`src/rtl/xlat_pkg.sv`:
```
package xlat_pkg;
  localparam int unsigned DEF_VA_W      = 48;
  localparam int unsigned DEF_PA_W      = 40;
  localparam int unsigned DEF_ENTRIES   = 16;
  localparam int unsigned DEF_PG_SHIFT  = 12;
  localparam int unsigned DEF_HUGE_BITS = 9;

  // Where a fill lands
  typedef enum logic [1:0] {
    SLOT_REUSE = 2'd0,
    SLOT_FREE  = 2'd1,
    SLOT_EVICT = 2'd2
  } slot_src_e;
endpackage

```
`src/rtl/xlat_match.sv`:
```
// Tag compare for one entry; a huge entry ignores the low HUGE_BITS of the key.
module xlat_match #(
  parameter int unsigned VPN_W     = 36,
  parameter int unsigned HUGE_BITS = 9
) (
  input  logic             e_valid,
  input  logic             e_huge,
  input  logic [VPN_W-1:0] e_tag,
  input  logic [VPN_W-1:0] key,
  output logic             hit
);
  logic hi_eq;
  logic lo_eq;

  always_comb begin
    hi_eq = (e_tag[VPN_W-1:HUGE_BITS] == key[VPN_W-1:HUGE_BITS]);
    lo_eq = (e_tag[HUGE_BITS-1:0] == key[HUGE_BITS-1:0]);
    hit   = e_valid & hi_eq & (e_huge | lo_eq);
  end
endmodule

```
`src/rtl/xlat_lru.sv`:
```
// Age-ordered recency: ages form a permutation, 0 is most recent.
module xlat_lru #(
  parameter int unsigned ENTRIES = 16,
  parameter int unsigned IDX_W   = $clog2(ENTRIES)
) (
  input  logic             clk,
  input  logic             rst_n,
  input  logic             touch_en,
  input  logic [IDX_W-1:0] touch_idx,
  output logic [IDX_W-1:0] victim_idx
);
  logic [IDX_W-1:0] age_q [ENTRIES];
  logic [IDX_W-1:0] age_d [ENTRIES];
  logic [IDX_W-1:0] touch_age;

  always_comb begin
    touch_age = age_q[touch_idx];
    for (int i = 0; i < ENTRIES; i++) begin
      age_d[i] = age_q[i];
      if (touch_en) begin
        if (IDX_W'(i) == touch_idx)
          age_d[i] = '0;
        else if (age_q[i] < touch_age)
          age_d[i] = age_q[i] + 1'b1;
      end
    end
  end

  always_comb begin
    victim_idx = '0;
    for (int i = 0; i < ENTRIES; i++)
      if (age_q[i] == IDX_W'(ENTRIES - 1))
        victim_idx = IDX_W'(i);
  end

  always_ff @(posedge clk or negedge rst_n) begin
    if (!rst_n) begin
      for (int i = 0; i < ENTRIES; i++)
        age_q[i] <= IDX_W'(i);
    end else if (touch_en) begin
      for (int i = 0; i < ENTRIES; i++)
        age_q[i] <= age_d[i];
    end
  end
endmodule

```
`src/rtl/xlat_cache.sv`:
```
module xlat_cache
  import xlat_pkg::*;
#(
  parameter int unsigned VA_W      = DEF_VA_W,
  parameter int unsigned PA_W      = DEF_PA_W,
  parameter int unsigned ENTRIES   = DEF_ENTRIES,
  parameter int unsigned PG_SHIFT  = DEF_PG_SHIFT,
  parameter int unsigned HUGE_BITS = DEF_HUGE_BITS
) (
  input  logic                     clk,
  input  logic                     rst_n,
  input  logic                     lk_valid,
  input  logic [VA_W-1:0]          lk_vaddr,
  input  logic                     lk_write,
  input  logic                     lk_exec,
  output logic                     lk_hit,
  output logic                     lk_miss,
  output logic [PA_W-1:0]          lk_paddr,
  output logic                     lk_perm_w,
  output logic                     lk_perm_x,
  output logic                     lk_fault,
  input  logic                     fill_valid,
  input  logic [VA_W-PG_SHIFT-1:0] fill_vpn,
  input  logic [PA_W-PG_SHIFT-1:0] fill_ppn,
  input  logic                     fill_huge,
  input  logic                     fill_w,
  input  logic                     fill_x,
  input  logic                     inv_valid,
  input  logic [VA_W-PG_SHIFT-1:0] inv_vpn,
  input  logic                     flush
);
  localparam int unsigned VPN_W    = VA_W - PG_SHIFT;
  localparam int unsigned PPN_W    = PA_W - PG_SHIFT;
  localparam int unsigned IDX_W    = $clog2(ENTRIES);
  localparam int unsigned HUGE_OFF = PG_SHIFT + HUGE_BITS;

  // Entry state
  logic [ENTRIES-1:0] v_q, v_d;
  logic [ENTRIES-1:0] huge_q, w_q, x_q;
  logic [VPN_W-1:0]   tag_q [ENTRIES];
  logic [PPN_W-1:0]   ppn_q [ENTRIES];

  // Match vectors
  logic [VPN_W-1:0]   lk_vpn;
  logic [ENTRIES-1:0] lk_m, inv_m, fill_m, dup_m, eff_m, we;

  assign lk_vpn = lk_vaddr[VA_W-1:PG_SHIFT];

  genvar g;
  for (g = 0; g < ENTRIES; g++) begin : g_ent
    xlat_match #(.VPN_W(VPN_W), .HUGE_BITS(HUGE_BITS)) u_lk (
      .e_valid(v_q[g]), .e_huge(huge_q[g]), .e_tag(tag_q[g]),
      .key(lk_vpn), .hit(lk_m[g]));
    xlat_match #(.VPN_W(VPN_W), .HUGE_BITS(HUGE_BITS)) u_inv (
      .e_valid(v_q[g]), .e_huge(huge_q[g]), .e_tag(tag_q[g]),
      .key(inv_vpn), .hit(inv_m[g]));
    xlat_match #(.VPN_W(VPN_W), .HUGE_BITS(HUGE_BITS)) u_fill (
      .e_valid(v_q[g]), .e_huge(huge_q[g]), .e_tag(tag_q[g]),
      .key(fill_vpn), .hit(fill_m[g]));
    assign dup_m[g] = fill_m[g] & (huge_q[g] == fill_huge);
  end

  // Lookup: an invalidate in flight hides the entries it removes
  logic             any_hit;
  logic [IDX_W-1:0] hit_idx;
  logic [PPN_W-1:0] ppn_sel;
  logic             huge_sel;

  always_comb begin
    eff_m   = lk_m & ~(inv_valid ? inv_m : '0);
    any_hit = |eff_m;
    hit_idx = '0;
    for (int i = ENTRIES - 1; i >= 0; i--)
      if (eff_m[i]) hit_idx = IDX_W'(i);
    ppn_sel  = ppn_q[hit_idx];
    huge_sel = huge_q[hit_idx];
  end

  always_comb begin
    lk_hit    = lk_valid & any_hit;
    lk_miss   = lk_valid & ~any_hit;
    lk_perm_w = lk_hit & w_q[hit_idx];
    lk_perm_x = lk_hit & x_q[hit_idx];
    lk_fault  = lk_hit & ((lk_write & ~w_q[hit_idx]) | (lk_exec & ~x_q[hit_idx]));
    if (!lk_hit)
      lk_paddr = '0;
    else if (huge_sel)
      lk_paddr = {ppn_sel[PPN_W-1:HUGE_BITS], lk_vaddr[HUGE_OFF-1:0]};
    else
      lk_paddr = {ppn_sel, lk_vaddr[PG_SHIFT-1:0]};
  end

  // Fill slot choice: same page first, then a free slot, then the LRU victim
  logic [IDX_W-1:0] dup_idx, free_idx, victim_idx, fill_slot;
  slot_src_e        fill_src;

  always_comb begin
    dup_idx  = '0;
    free_idx = '0;
    for (int i = ENTRIES - 1; i >= 0; i--) begin
      if (dup_m[i]) dup_idx  = IDX_W'(i);
      if (!v_q[i])  free_idx = IDX_W'(i);
    end
    if (|dup_m)
      fill_src = SLOT_REUSE;
    else if (!(&v_q))
      fill_src = SLOT_FREE;
    else
      fill_src = SLOT_EVICT;
    case (fill_src)
      SLOT_REUSE: fill_slot = dup_idx;
      SLOT_FREE:  fill_slot = free_idx;
      default:    fill_slot = victim_idx;
    endcase
  end

  // Recency
  logic             touch_en;
  logic [IDX_W-1:0] touch_idx;

  always_comb begin
    touch_en  = ~flush & (fill_valid | lk_hit);
    touch_idx = fill_valid ? fill_slot : hit_idx;
  end

  xlat_lru #(.ENTRIES(ENTRIES), .IDX_W(IDX_W)) u_lru (
    .clk(clk), .rst_n(rst_n), .touch_en(touch_en),
    .touch_idx(touch_idx), .victim_idx(victim_idx));

  // Next state of valid bits
  always_comb begin
    for (int i = 0; i < ENTRIES; i++)
      we[i] = fill_valid & ~flush & (fill_slot == IDX_W'(i));
    if (flush)
      v_d = '0;
    else
      v_d = (v_q & ~(inv_valid ? inv_m : '0)) | we;
  end

  always_ff @(posedge clk or negedge rst_n) begin
    if (!rst_n)
      v_q <= '0;
    else
      v_q <= v_d;
  end

  // Payload, written only under its enable
  always_ff @(posedge clk) begin
    for (int i = 0; i < ENTRIES; i++) begin
      if (we[i]) begin
        tag_q[i]  <= fill_vpn;
        ppn_q[i]  <= fill_ppn;
        huge_q[i] <= fill_huge;
        w_q[i]    <= fill_w;
        x_q[i]    <= fill_x;
      end
    end
  end
endmodule

```
`config.mk`:
```
export PLATFORM = sky130hd
export DESIGN_NAME = xlat_cache
export DESIGN_NICKNAME = d
export VERILOG_FILES = /design/src/rtl/xlat_pkg.sv /design/src/rtl/xlat_match.sv /design/src/rtl/xlat_lru.sv /design/src/rtl/xlat_cache.sv
export SDC_FILE = /design/constraint.sdc
export NUM_CORES = 2
export LEC_CHECK = 0
export BUFFER_PORTS_ARGS = -buffer_cell sky130_fd_sc_hd__buf_2
export CAP_MARGIN = 0
export CORE_MARGIN = 2
export CORE_UTILIZATION = 25
export CTS_CLUSTER_SIZE = 14
export DETAILED_ROUTE_END_ITERATION = 16
export PLACE_DENSITY_LB_ADDON = 0.1
export SYNTH_ARGS = -nofsm -noshare
export SYNTH_HDL_FRONTEND = slang
export SYNTH_SLANG_ARGS = --single-unit
```
`constraint.sdc`:
```
create_clock -name clk -period 11.65 [get_ports clk]
set_clock_uncertainty 0.15 [all_clocks]
set_input_delay 0.5825 -clock clk [delete_from_list [all_inputs] [get_ports clk]]
set_output_delay 0.5825 -clock clk [all_outputs]
set_load 0.01 [all_outputs]
```
==> flow_metrics.env <==
export IMPL_tns_ns=0
export IMPL_hpwl_mm=186.2
export IMPL_path_clk_slew_ns=0.06
export IMPL_ys_seq_area_share_pct=52.93
export IMPL_power_density_nw_per_um2=145.7
export IMPL_synth_edff_count=1072
export IMPL_htree_levels=4
export IMPL_worstSetupStartpointType="register"
export IMPL_crit_type="reg -> out"
export IMPL_synth_top_area_cell="edfxtp_1"
export IMPL_die_w_um=512.6
export IMPL_drtIter0Drc=4567
export IMPL_final_min_clock_period_ns=8.090
export IMPL_cts_tree="yes"
export IMPL_cp_common_cell="nand2_1"
export IMPL_ios=204
export IMPL_slew_viol_final=0
export IMPL_routed_wl_mm=291.6
export IMPL_grt_total_usage_pct=21.62
export IMPL_pre_cts_ws_ns=3.177
export IMPL_drc=0
export IMPL_cts_made_buffers=150
export IMPL_clock_sinks=1152
export IMPL_status="completed"
export IMPL_overflow=0
export IMPL_syn_num_nets=5477
export IMPL_grt_pass1_wl_mm=394.6
export IMPL_vias=45230
export IMPL_first_pass_iters=6
export IMPL_final_cell_mix="edfxtp_1, xor2_1, xnor2_1"
export IMPL_yosys_most_used_dff="edfxtp_1"
export IMPL_worst_path_buf_inv=3
export IMPL_syn_to_final_growth_pct=15.80
export IMPL_total_power_mw=10.92
export IMPL_final_setup_viol_count=0
export IMPL_die_h_um=512.6
export IMPL_port_buffers=203
export IMPL_p_sw_mw=3.027
export IMPL_rsz0062_at_grt="no"
export IMPL_antenna_found_initial=23
export IMPL_end_kind="primary output"
export IMPL_maxCapViolations=0
export IMPL_ys_types=77
export IMPL_cp_arrival_ns=7.36
export IMPL_slowest_stage="a41oi_1"
export IMPL_hold_viol=0
export IMPL_row_count=186
export IMPL_synthTopCellsByArea="edfxtp_1, xor2_1, xnor2_1"
export IMPL_syn_area_um2=64670
export IMPL_clockBufferDepth=3
export IMPL_layout_commonest_cell="edfxtp_1"
export IMPL_crit_family="compound AO/OA/AOI/OAI gates"
export IMPL_fin_ws_ns=3.560
export IMPL_drive_above_1_share_pct=13.40
export IMPL_worst_slew_pin_slew_ns=1.318
export IMPL_synthCells=5254
export IMPL_finalCritPeriodShare_pct=69.44
export IMPL_p_sw_share_pct=27.73
export IMPL_routed_via_density=5.036
export IMPL_dp_cells=8666
export IMPL_post_drt_wl_per_cell_um=32.47
export IMPL_die_area_um2=262800
export IMPL_ir_drop_mv=0.1253
export IMPL_cellInternalPower_mw=7.888
export IMPL_ys_warn_count=0
export IMPL_pwr_share_seq_pct=44.3
export IMPL_core_region_area_um2=257200
export IMPL_syn_area_per_cell_um2=12.31
export IMPL_hp_class="in -> reg"
export IMPL_fmax_ghz=0.1236
export IMPL_clock_power_share_pct=42.9
export IMPL_finalNonFillerCells=8981
export IMPL_fin_nets=5694
export IMPL_ant_nets=0
export IMPL_grt_pass1_vias=44616
export IMPL_root_buffer="clkbuf_16"
export IMPL_cts_setup_buffers=0
export IMPL_cp_slowest_stage_delay_ns=0.99
export IMPL_required_ns=10.92
export IMPL_async_flop_share_pct=6.944
export IMPL_slew_headroom_pct=11.47
export IMPL_clock_latency_ns=0.82
export IMPL_pwr_share_comb_pct=12.8
export IMPL_crit_fanout=135
export IMPL_synth_top_cell_area_share_pct=49.77
export IMPL_ys_ff_latch=1152
export IMPL_grt_max_degree=136
export IMPL_start_util_pct=25.15
export IMPL_gp_congestion=0.9074
export IMPL_r2r_setup_slack_ns=4.14
export IMPL_path_cells="xor2_1 > nor3_1 > a41oi_1 > o31ai_1 > or4_1 > nand4_1 > and4b_4 > buf_12 > buf_4 > mux2_2 > nand2_1 > o21ai_0 > nand2_1 > a311oi_1 > buf_2"
export IMPL_power_leakage_nw=24.49
==> registers in the layout (all words and copies together), names as in the netlist <==
name	cells
tag_q	576
ppn_q	448
u_lru.age_q	64
huge_q	16
v_q	16
w_q	16
x_q	16
==> per-layer routing <==
| layer | global-route usage [%] | vias to the layer above | wire length (µm) |
|---|---|---|---|
| met5 | 0 | - | 74 |
| met4 | 7.922 | 14 | 11540 |
| met1 | 28.96 | 23518 | 128800 |
| met3 | 2.988 | 450 | 15230 |
| li1 | - | 19641 | - |
| met2 | 35.36 | 1607 | 136000 |
==> cells by family (layout without fill, tap and decap cells) <==
group	count (synthesis)	after routing	synth area share [%]
xor gates and xnor gates	1729	1729	23.41
and+or+nand+nor	1120	1120	9.435
other	0	9	0
muxes	289	289	4.713
AOI/OAI and AO/OA	530	530	5.568
DFF	1152	1152	52.93
buffers and inverters	370	704	2.701
adders and majority gates	64	64	1.238
==> repair_timing <==
item                      CTS  global route
resized for setup           0             0
hold buffers               37             0
hold endpoints to repair  514             0
==> final cells by class <==
type / count / area [µm²]
clock inverters: 74 / 858.3
repair buffers: 390 / 2540
inverters: 45 / 196.4
clock buffers: 195 / 3994
multi-input cells: 3732 / 28820
fillers: 26169 / 182300
well taps: 3384 / 4234
flip-flops and latches: 1152 / 34230
diodes: 9 / 22.52
==> power by group through the flow <==
stage	clock [mW]	combinational, mW	sequential (mW)
after floorplan	0	0.869	4.85
after global placement	0	1.37	4.93
after detailed placement	0	1.37	4.92
after CTS	4.81	1.39	4.84
after global routing	4.95	1.51	4.86
final	4.68	1.40	4.84
==> through the flow <==
step | hold WS, ns | instance area [µm²] | util, %
global placement | 0.3617 | 69650 | 27.08
global route | 0.02325 | 74880 | 29.12
detailed placement | 0.3609 | 69650 | 27.08
CTS | 0.006016 | 74870 | 29.12
finish | 0.06824 | 74900 | 29.12
floorplan | 0.1369 | 64670 | -
==> synth_stat cells, types with 44 or more instances <==
cell type	n
edfxtp_1	1072
xor2_1	931
xnor2_1	798
nand4_1	231
nor4_1	228
nand2_1	186
mux2i_1	183
buf_2	166
a21oi_1	116
nor2_1	112
clkbuf_1	104
nor3_1	103
o21ai_0	101
mux2_2	97
a211oi_1	89
nand3_1	82
ha_1	64
dfrtp_1	48
nor2b_1	47
inv_1	44
==> final timing paths <==
path,from,end,depth (start not counted)
max in group asynchronous,rst_n,u_lru.age_q[62]$_DFFE_PN0P_,3
min reg2reg,u_lru.age_q[33]$_DFFE_PN1P_,u_lru.age_q[33]$_DFFE_PN1P_,2
min,fill_vpn[6],tag_q[0][114]$_DFFE_PP_,1
max reg2reg,tag_q[1][25]$_DFFE_PP_,u_lru.age_q[45]$_DFFE_PN0P_,23
min in group asynchronous,rst_n,u_lru.age_q[26]$_DFFE_PN0P_,2
max,tag_q[1][43]$_DFFE_PP_,lk_paddr[26],15
(Power assumes the default switching activity.)
